==> config.mk <==
export PLATFORM = sky130hd
export DESIGN_NAME = qpsk_quarter_mod
export DESIGN_NICKNAME = d
export VERILOG_FILES = /design/src/rtl/qpsk_quarter_mod_pkg.sv /design/src/rtl/qmod_ctrl.sv /design/src/rtl/qmod_datapath.sv /design/src/rtl/qpsk_quarter_mod.sv
export SDC_FILE = /design/constraint.sdc
export NUM_CORES = 1
export LEC_CHECK = 0
export BUFFER_PORTS_ARGS = -buffer_cell sky130_fd_sc_hd__buf_2
export CAP_MARGIN = 10
export CORE_AREA = 2 2 39 41
export DETAILED_ROUTE_END_ITERATION = 7
export DIE_AREA = 0 0 41 43
export RECOVER_POWER = 50
export SYNTH_ARGS = -nofsm -noshare
export SYNTH_HDL_FRONTEND = slang
export SYNTH_SLANG_ARGS = --single-unit
==> constraint.sdc <==
create_clock -name clk -period 4.15 [get_ports clk]
set_input_delay 0.83 -clock clk [delete_from_list [all_inputs] [get_ports clk]]
set_output_delay 0.83 -clock clk [all_outputs]
set_load 0.05 [all_outputs]
==> src/rtl/qpsk_quarter_mod_pkg.sv <==
package qpsk_quarter_mod_pkg;

  // Strobes passed from the control to the datapath.
  typedef struct packed {
    logic       takeI;     // latch in-phase bit this edge
    logic       takeQ;     // latch quadrature bit and commit the symbol
    logic [1:0] phase;     // carrier phase index, 0..3
    logic       symValid;  // a full symbol has been committed
  } qmodStrobes_t;

endpackage

==> src/rtl/qmod_ctrl.sv <==
module qmod_ctrl
  import qpsk_quarter_mod_pkg::*;
#(
  parameter int CARRIERS_PER_SYM = 2
) (
  input  logic         clk,
  input  logic         rst,
  output qmodStrobes_t strb,
  output logic         bitReq
);

  localparam int SYM_CLKS = 4 * CARRIERS_PER_SYM;
  localparam int CNT_W    = $clog2(SYM_CLKS);
  localparam logic [CNT_W-1:0] LAST_IDX  = CNT_W'(SYM_CLKS - 1);
  localparam logic [CNT_W-1:0] FIRST_REQ = CNT_W'(SYM_CLKS - 2);

  logic [CNT_W-1:0] symCnt;
  logic             validReg;
  logic             reqI;
  logic             reqQ;

  assign reqI = (symCnt == FIRST_REQ);
  assign reqQ = (symCnt == LAST_IDX);

  always_ff @(posedge clk) begin
    if (rst) begin
      symCnt   <= '0;
      validReg <= 1'b0;
    end else begin
      symCnt <= reqQ ? '0 : symCnt + 1'b1;
      if (reqQ) validReg <= 1'b1;
    end
  end

  always_comb begin
    strb.takeI    = reqI;
    strb.takeQ    = reqQ;
    strb.phase    = symCnt[1:0];
    strb.symValid = validReg;
  end

  assign bitReq = reqI | reqQ;

endmodule

==> src/rtl/qmod_datapath.sv <==
module qmod_datapath
  import qpsk_quarter_mod_pkg::*;
#(
  parameter int SAMPLE_W  = 12,
  parameter int AMPLITUDE = 2040
) (
  input  logic                       clk,
  input  logic                       rst,
  input  qmodStrobes_t               strb,
  input  logic                       bitIn,
  output logic signed [SAMPLE_W-1:0] sampleOut
);

  localparam logic signed [SAMPLE_W-1:0] POS_LVL = SAMPLE_W'(AMPLITUDE);
  localparam logic signed [SAMPLE_W-1:0] NEG_LVL = -POS_LVL;

  logic                       iHeld;
  logic                       symI;
  logic                       symQ;
  logic signed [SAMPLE_W-1:0] lvlI;
  logic signed [SAMPLE_W-1:0] lvlQ;
  logic signed [SAMPLE_W-1:0] mixed;

  always_ff @(posedge clk) begin
    if (rst) begin
      iHeld <= 1'b0;
      symI  <= 1'b0;
      symQ  <= 1'b0;
    end else begin
      if (strb.takeI) iHeld <= bitIn;
      if (strb.takeQ) begin
        symI <= iHeld;
        symQ <= bitIn;
      end
    end
  end

  // Bit 0 -> +A, bit 1 -> -A
  assign lvlI = symI ? NEG_LVL : POS_LVL;
  assign lvlQ = symQ ? NEG_LVL : POS_LVL;

  // I*cos - Q*sin with cos = +1,0,-1,0 and sin = 0,+1,0,-1
  always_comb begin
    unique case (strb.phase)
      2'd0:    mixed = lvlI;
      2'd1:    mixed = -lvlQ;
      2'd2:    mixed = -lvlI;
      default: mixed = lvlQ;
    endcase
  end

  assign sampleOut = strb.symValid ? mixed : '0;

endmodule

==> src/rtl/qpsk_quarter_mod.sv <==
module qpsk_quarter_mod
  import qpsk_quarter_mod_pkg::*;
#(
  parameter int SAMPLE_W         = 12,
  parameter int AMPLITUDE        = 2040,
  parameter int CARRIERS_PER_SYM = 2
) (
  input  logic                       clk,
  input  logic                       rst,
  input  logic                       bitIn,
  output logic                       bitReq,
  output logic signed [SAMPLE_W-1:0] sampleOut,
  output logic                       sampleValid
);

  qmodStrobes_t strb;

  qmod_ctrl #(
    .CARRIERS_PER_SYM(CARRIERS_PER_SYM)
  ) ctrl_i (
    .clk   (clk),
    .rst   (rst),
    .strb  (strb),
    .bitReq(bitReq)
  );

  qmod_datapath #(
    .SAMPLE_W (SAMPLE_W),
    .AMPLITUDE(AMPLITUDE)
  ) dp_i (
    .clk      (clk),
    .rst      (rst),
    .strb     (strb),
    .bitIn    (bitIn),
    .sampleOut(sampleOut)
  );

  assign sampleValid = strb.symValid;

endmodule

==> Yosys cells after proc, flatten, opt, wreduce, memory -nomap -nowiden <==
Cells that the tools add are included.
{ "totals": {"wordCells": 19, "inputBits": 3, "register_bits": 7} }
{ "op_classes": {"n_reduce_logical": 2, "bitwise_logic": 1, "n_addsub": 3, "n_mux": 4, "eq_ne": 4} }
{ "op_table": {"columns": ["op", "count"], "rows": [
  ["$mux W12", 3],
  ["$pmux W12 S3", 1],
  ["$neg A12 Y12", 2],
  ["$eq A3 B3 Y1 const B", 2],
  ["$add A3 B1 Y3 const B", 1],
  ["$eq A2 B1 Y1 const B", 1],
  ["$eq A2 B2 Y1 const B", 1],
  ["$logic_not A2 Y1", 1],
  ["$reduce_or A2 Y1", 1],
  ["$or A1 B1 Y1", 1]
]} }

==> Depth between registers and ports, before layout <==
Gate-level depths: netlist of the first run.
{ "logic_depth": {"depth_word": 4, "ltp_mapped": 5, "depth_no_buf": 4} }

==> Cells and area by module <==
A second synthesis of the first run with hierarchy kept.
{ "unflattened": {"hier_cells": 46, "hier_area_um2": 439.2} }
{ "modules_own_cells": {"columns": ["module", "n_inst", "area_each_um2", "cells_per_inst", "seq_area_each_um2"], "rows": [
  ["qmod_datapath", 1, 227.7, 26, 60.1],
  ["qmod_ctrl", 1, 211.5, 20, 80.1]
]} }

==> Least setup slack after synthesis of the first run <==
No wires, ideal clock.
{ "synth_path": {"kind": "flip-flop to output port", "startpoint": "register ctrl_i.symCnt[0]", "endpoint": "output sampleOut[10]", "arrival_time_ns": 2.690, "path_slack_ns": 0.630, "t_required_ns": 3.320, "path_buffers": 1, "path_stages_with_launch": 6, "path_cell_list": "dfxtp_1 inv_1 ha_1 mux2i_1 a221oi_1 buf_4"} }
{ "synth_via": {"elab_chain_len": 3} }
{ "synth_rtl": {"columns": ["item", "line_no", "text"], "rows": [
  ["start: declaration", "qmod_ctrl.sv:17", "logic [CNT_W-1:0] symCnt;"],
  ["start signal: assignment", "qmod_ctrl.sv:30", "symCnt <= reqQ ? '0 : symCnt + 1'b1;"],
  ["$eq A2 B2 Y1 (tied with other cells)", "qmod_datapath.sv:44", "unique case (strb.phase)"],
  ["$pmux W12 S3 *", "qmod_datapath.sv:44", null],
  ["$mux W12 *", "qmod_datapath.sv:52", "assign sampleOut = strb.symValid ? mixed : '0;"],
  ["end: declaration", "qpsk_quarter_mod.sv:12", "output logic signed [SAMPLE_W-1:0] sampleOut,"]
]} }
Every way passes the cells marked *; elsewhere a longest branch is shown, timed or not.

==> Final worst setup path of the first run <==
{ "layout_path": {"startpoint": "register ctrl_i.symCnt[0]", "endpoint": "output sampleOut[5]"} }
The elaborated chain is that of the path after synthesis.

==> results of run 1 <==
area by class of cell:
class,instances,area share [%]
well taps,16,4.113
multi-input cells,29,46.53
inverters,3,2.314
flip-flops and latches,7,28.79
repair buffers,13,12.85
clock buffers,4,5.398
metrics by stage:
stage	power, uW	cell area [sq um]	worst slack (ns)
after global routing	166.2	486.7	1.090
after CTS	161.3	489.2	1.340
after global placement	97.86	462.9	1.708
final	157.7	486.7	1.360
after floorplan	95.65	457.9	0.6299
after detailed placement	98.54	462.9	1.614
worst max-delay path, stage by stage (launching register included):
cell and delay [ns]:
dfxtp_1 0.35, inv_1 0.09, ha_1 0.24, mux2i_1 0.10
a221oi_1 0.55, buf_2 0.38
power by group through the flow:
stage	combinational, uW	sequential, uW	clock, uW
floorplan	21.5	74.1	0
global placement	23.4	74.4	0
detailed placement	23.9	74.7	0
CTS	24.0	73.2	64.1
global route	26.6	73.5	66.0
finish	23.5	73.2	60.9
cell families (layout without fill, tap and decap cells):
kind of cell | Yosys count | count (layout) | share of synthesized area, %
buffers and inverters | 14 | 20 | 20.28
AOI/OAI and AO/OA | 6 | 6 | 10.28
muxes | 4 | 4 | 9.167
DFF | 7 | 7 | 31.11
and+or+nand+nor | 10 | 10 | 11.66
adders and majority gates | 6 | 6 | 16.67
other | 1 | 3 | 0.8325
state kept, by name (all words and copies together), names as in the netlist:
register	cells
ctrl_i.symCnt	3
ctrl_i.validReg	1
dp_i.symI	1
dp_i.iHeld	1
dp_i.symQ	1
layer usage:
layer	GRT usage [%]	up-vias	part of all wire (%)
met5	0	-	0
met4	8.000	0	3.1
met3	1.571	2	6.7
met2	13.13	15	44
met1	10.78	130	46
li1	-	164	-
cell usage in the layout (no fill, tap or decap):
cell,count
buf_2,11
dfxtp_1,7
ha_1,6
nor2_1,4
mux2i_1,3
inv_1,3
conb_1,3
clkbuf_4,3
clkbuf_1,3
a21oi_1,2
nor3b_1,2
a221oi_1,1
a21o_1,1
mux2_1,1
nor2b_1,1
nand2b_1,1
o311a_1,1
nor3_1,1
nand3_1,1
a21bo_2,1
worst max-delay path by stage:
stage / start / end
2_1_floorplan: ctrl_i.symCnt[0]$_SDFF_PP0_ / sampleOut[10]
3_3_place_gp: ctrl_i.symCnt[0]$_SDFF_PP0_ / sampleOut[10]
3_5_place_dp: ctrl_i.symCnt[0]$_SDFF_PP0_ / sampleOut[5]
4_1_cts: ctrl_i.symCnt[0]$_SDFF_PP0_ / sampleOut[5]
5_1_grt: ctrl_i.symCnt[0]$_SDFF_PP0_ / sampleOut[8]
6_report: ctrl_i.symCnt[0]$_SDFF_PP0_ / sampleOut[5]
==> metrics, run 1 <==
Post-CTS Setup Bufs 0; Hold Crit Endpoint dp_i.symI$_SDFFE_PP0P_; type of origin of the critical path flop; Pint about 110 uW; R2R depth 4; LEAKAGE 0.0002522 uW; CP Capture Type output pin; Max-cap violations 0; final cell count without fillers 72; area leader, netlist dfxtp_1; area growth from synthesis to layout 8.056%; hold path depth 2; share of cells above drive strength 1 between 20% and 30%; power per standard cell area approximately 320 nW/um^2; H-Tree Depth 1; post-synthesis instance total 48; Die H ~43 microns; switching part of the total power between 20% and 30%; clk slew on worst S/H paths about 0.05 ns; minimum setup slack among reg-to-reg paths approximately 2.9 ns; Avg WL per Cell between 9 and 10 microns; Post-synth EDFFs 0; Rel. slew slack between 50 and 60%; placer's final routability congestion estimate approximately 0.63; final setup TNS 0 ns; worst reg2reg endpoint dp_i.symI$_SDFFE_PP0P_; buffers added on ports 13; RSZ-0062 raised after global routing false; final core occ between 30% and 40%; Core Region around 1400 sq um; Initial Util between 30% and 40%; Final #Nets 66; Post-synth top cells buf_4 (10), dfxtp_1 (7), ha_1 (6), nor2_1 (4); drt first pass iters 2; drc violations 0; CTS Buf Count 3; Final min period between 2 and 3 ns; Area contributors post-synth dfxtp_1 (31%), buf_4 (17%), ha_1 (17%), mux2i_1 (6.7%), nor2_1 (3.3%); clock power share between 30% and 40%; top-count cell post-synth buf_4; Vias 311; Slew @ Worst Pin about 0.62 ns; cts hold-fix bufs 0; Logic pwr share between 10% and 20%; status finished clean; Synth Register Bits 7; reg2reg start ctrl_i.symCnt[0]$_SDFF_PP0_; Post-synth top flop dfxtp_1; fmax 358.4 MHz; die width between 40 and 50 microns; Final Hold Fails 0; Mapped Area 450.4 sq um; initial antenna violation count 0; via-per-instance ratio approximately 4.3; Worst Path Required 3.32 ns; ant diodes 0; arrival time worst endpoint between 1.5 and 2 ns; crit path max fanout 7; Final Slew Violations 0; Final Cycle Share between 60% and 70%; Seq pwr share between 40 and 50%; number of global-route vias before repair 280; min-delay src dp_i.iHeld$_SDFFE_PP0N_; Async SR Flop Fraction 0%; final wirelength ~670 microns; HP Class flop to flop; post_cts resized 0; Reg area approximately 140 sq um; io pins 17; total grt overflow 0; Synth top area share 31.11%; ANT nets after route 0; largest net degree at the start of global routing 8; die area approximately 1800 sq um; hpwl dp around 560 microns; Peak supply drop 0.0001622 V; Synth Warn # 0; area of the multi-input gates between 200 and 250 sq um; placed insts 68; Crit Path Class flop to output pin; Longest Clk Path Bufs 2; final setup violation count 0; skew final around 0.0019 ns; sequential fraction of the synthesis area slightly above 30%; row count 14; Netlist cell types 19; final-layout fill cell count 144; TritonCTS Sinks 7; post-synthesis average cell area about 9.4 sq um; clk_lat worst skew approximately 0.25 ns; root buf cell clkbuf_4; Hold WS between 0.4 and 0.5 ns; Sw Pwr roughly 44 uW; CTS tree done; first-pass GRT wire length 1069 microns; GRT Total Usage roughly 9.1%; initial DRC count 2
(Power assumes the default switching activity.)
==> run 2, diff against run 1 <==
- clock period: 4.15 -> 2.7 ns (I/O delays scaled with it)
==> metrics, run 2 (synthesized netlist as in run 1, its figures left out) <==
fmax 421.8 MHz; Core Region roughly 1400 sq um; commonest non-fill, non-tap cell in the layout buf_2; Worst Path Required around 2.2 ns; Final #Nets 66; clk_lat worst skew 0.25 ns; Final Cycle Share 87.81%; placed insts 68; Die H roughly 43 microns; R2R depth 4; HP Class flop to flop; post_cts resized 0; Rel. slew slack between 60% and 70%; Post-CTS Setup Bufs 0; type of origin of the critical path flop; io pins 17; ant diodes 0; arrival time worst endpoint about 1.8 ns; buffers added on ports 13; final setup TNS 0 ns; status finished clean; H-Tree Depth 1; number of global-route vias before repair 266; total grt overflow 0; initial antenna violation count 0; final wirelength about 660 microns; Slew @ Worst Pin slightly below 0.6 ns; hold path depth 2; GRT Total Usage 8.761%; die width about 41 microns; row count 14; CTS tree done; initial DRC count 3; GR Layer Usage met3 1.571%; Peak supply drop about 0.00022 V; Reg area 140.1 sq um; share of cells above drive strength 1 roughly 29%; placer's final routability congestion estimate 0.6892; via-per-instance ratio 4.347; Final min period approximately 2.4 ns; drc violations 0; final-layout fill cell count about 150; TritonCTS Sinks 7; area of the multi-input gates roughly 230 sq um; RSZ-0062 raised after global routing false; cts hold-fix bufs 0; Avg WL per Cell between 9 and 10 microns; met2 global-route usage around an eighth; grt met1 use around 10%; Final Slew Violations 0; Initial Util approximately a third; Reg with most FFs ctrl_i.symCnt; crit path max fanout 5; most frequent cells in the layout buf_2 (11), dfxtp_1 (7), ha_1 (6); LEAKAGE 0.0002549 uW; skew final 0.004863 ns; clk slew on worst S/H paths 0.05 ns; max reg flops 3; final cell count without fillers around 70; Top Usage Layer GRT met2; drt first pass iters 4; Max-cap violations 0; largest net degree at the start of global routing 8; CTS Buf Count 3; Hold WS 0.4876 ns; Crit Path Class flop to output pin; hpwl dp between 400 and 500 microns; Final Hold Fails 0; Longest Clk Path Bufs 2; first-pass GRT wire length just over 1000 microns; die area 1763 sq um; ANT nets after route 0; power per standard cell area 495.3 nW/um^2; Vias 313; final setup violation count 0; CP Capture Type output pin; area growth from synthesis to layout 9.444%; root buf cell clkbuf_4
-- run 2: changes by cell type in the layout (fill, tap and decap cells not counted) --
cell      before  now
a221oi_1       1    0
a221oi_2       0    1
-- run 2: power breakdown --
part / switching [uW] / internal, uW / leakage, uW / total, uW
sequential: 4.79 / 108 / 0.0000570 / 113
clock: 38.2 / 56.4 / 0.0000150 / 94.6
combinational: 25.8 / 11.3 / 0.000183 / 37.1
total: 68.8 / 175 / 0.000255 / 244
-- run 2: worst max-delay path, cell delays in order (launching register included) --
cell and delay, ns:
dfxtp_1 0.41, inv_1 0.09, ha_1 0.25, mux2_1 0.30, o311a_1 0.32, buf_2 0.21
-- run 2: path summary, 6_finish.rpt --
kind / start / to / slack (ns)
setup / recovery: ctrl_i.symCnt[0]$_SDFF_PP0_ / sampleOut[11] / 0.33
hold reg to reg: dp_i.iHeld$_SDFFE_PP0N_ / dp_i.symI$_SDFFE_PP0P_ / 0.49
setup reg to reg: ctrl_i.symCnt[0]$_SDFF_PP0_ / dp_i.symQ$_SDFFE_PP0P_ / 1.41
hold / removal: dp_i.iHeld$_SDFFE_PP0N_ / dp_i.symI$_SDFFE_PP0P_ / 0.49
-- run 2: metal layers --
metal  up-vias  share of wire [%]
li1        161                  -
met1       139                 49
met2        13                 43
met3         0                7.7
met4         0                  0
met5         -                  0
-- run 2: cell type report --
cell class                 instances  share of cell area [%]
sequential                         7                   28.43
timing repair buffer              13                   12.69
tap                               16                   4.061
multi-input combinational         29                   47.21
clock buffer                       4                   5.330
inverter                           3                   2.284
-- run 2: stage by stage --
step	instance area [sq um]	util [%]	worst slack (ns)	total power [uW]
after global placement	469.2	33.91	0.6355	151.4
after global routing	493.0	35.62	0.2118	258.0
final	493.0	35.62	0.3291	244.2
after floorplan	464.2	-	0.1237	147.8
after CTS	495.5	35.80	0.3095	251.3
after detailed placement	469.2	33.91	0.6015	151.5
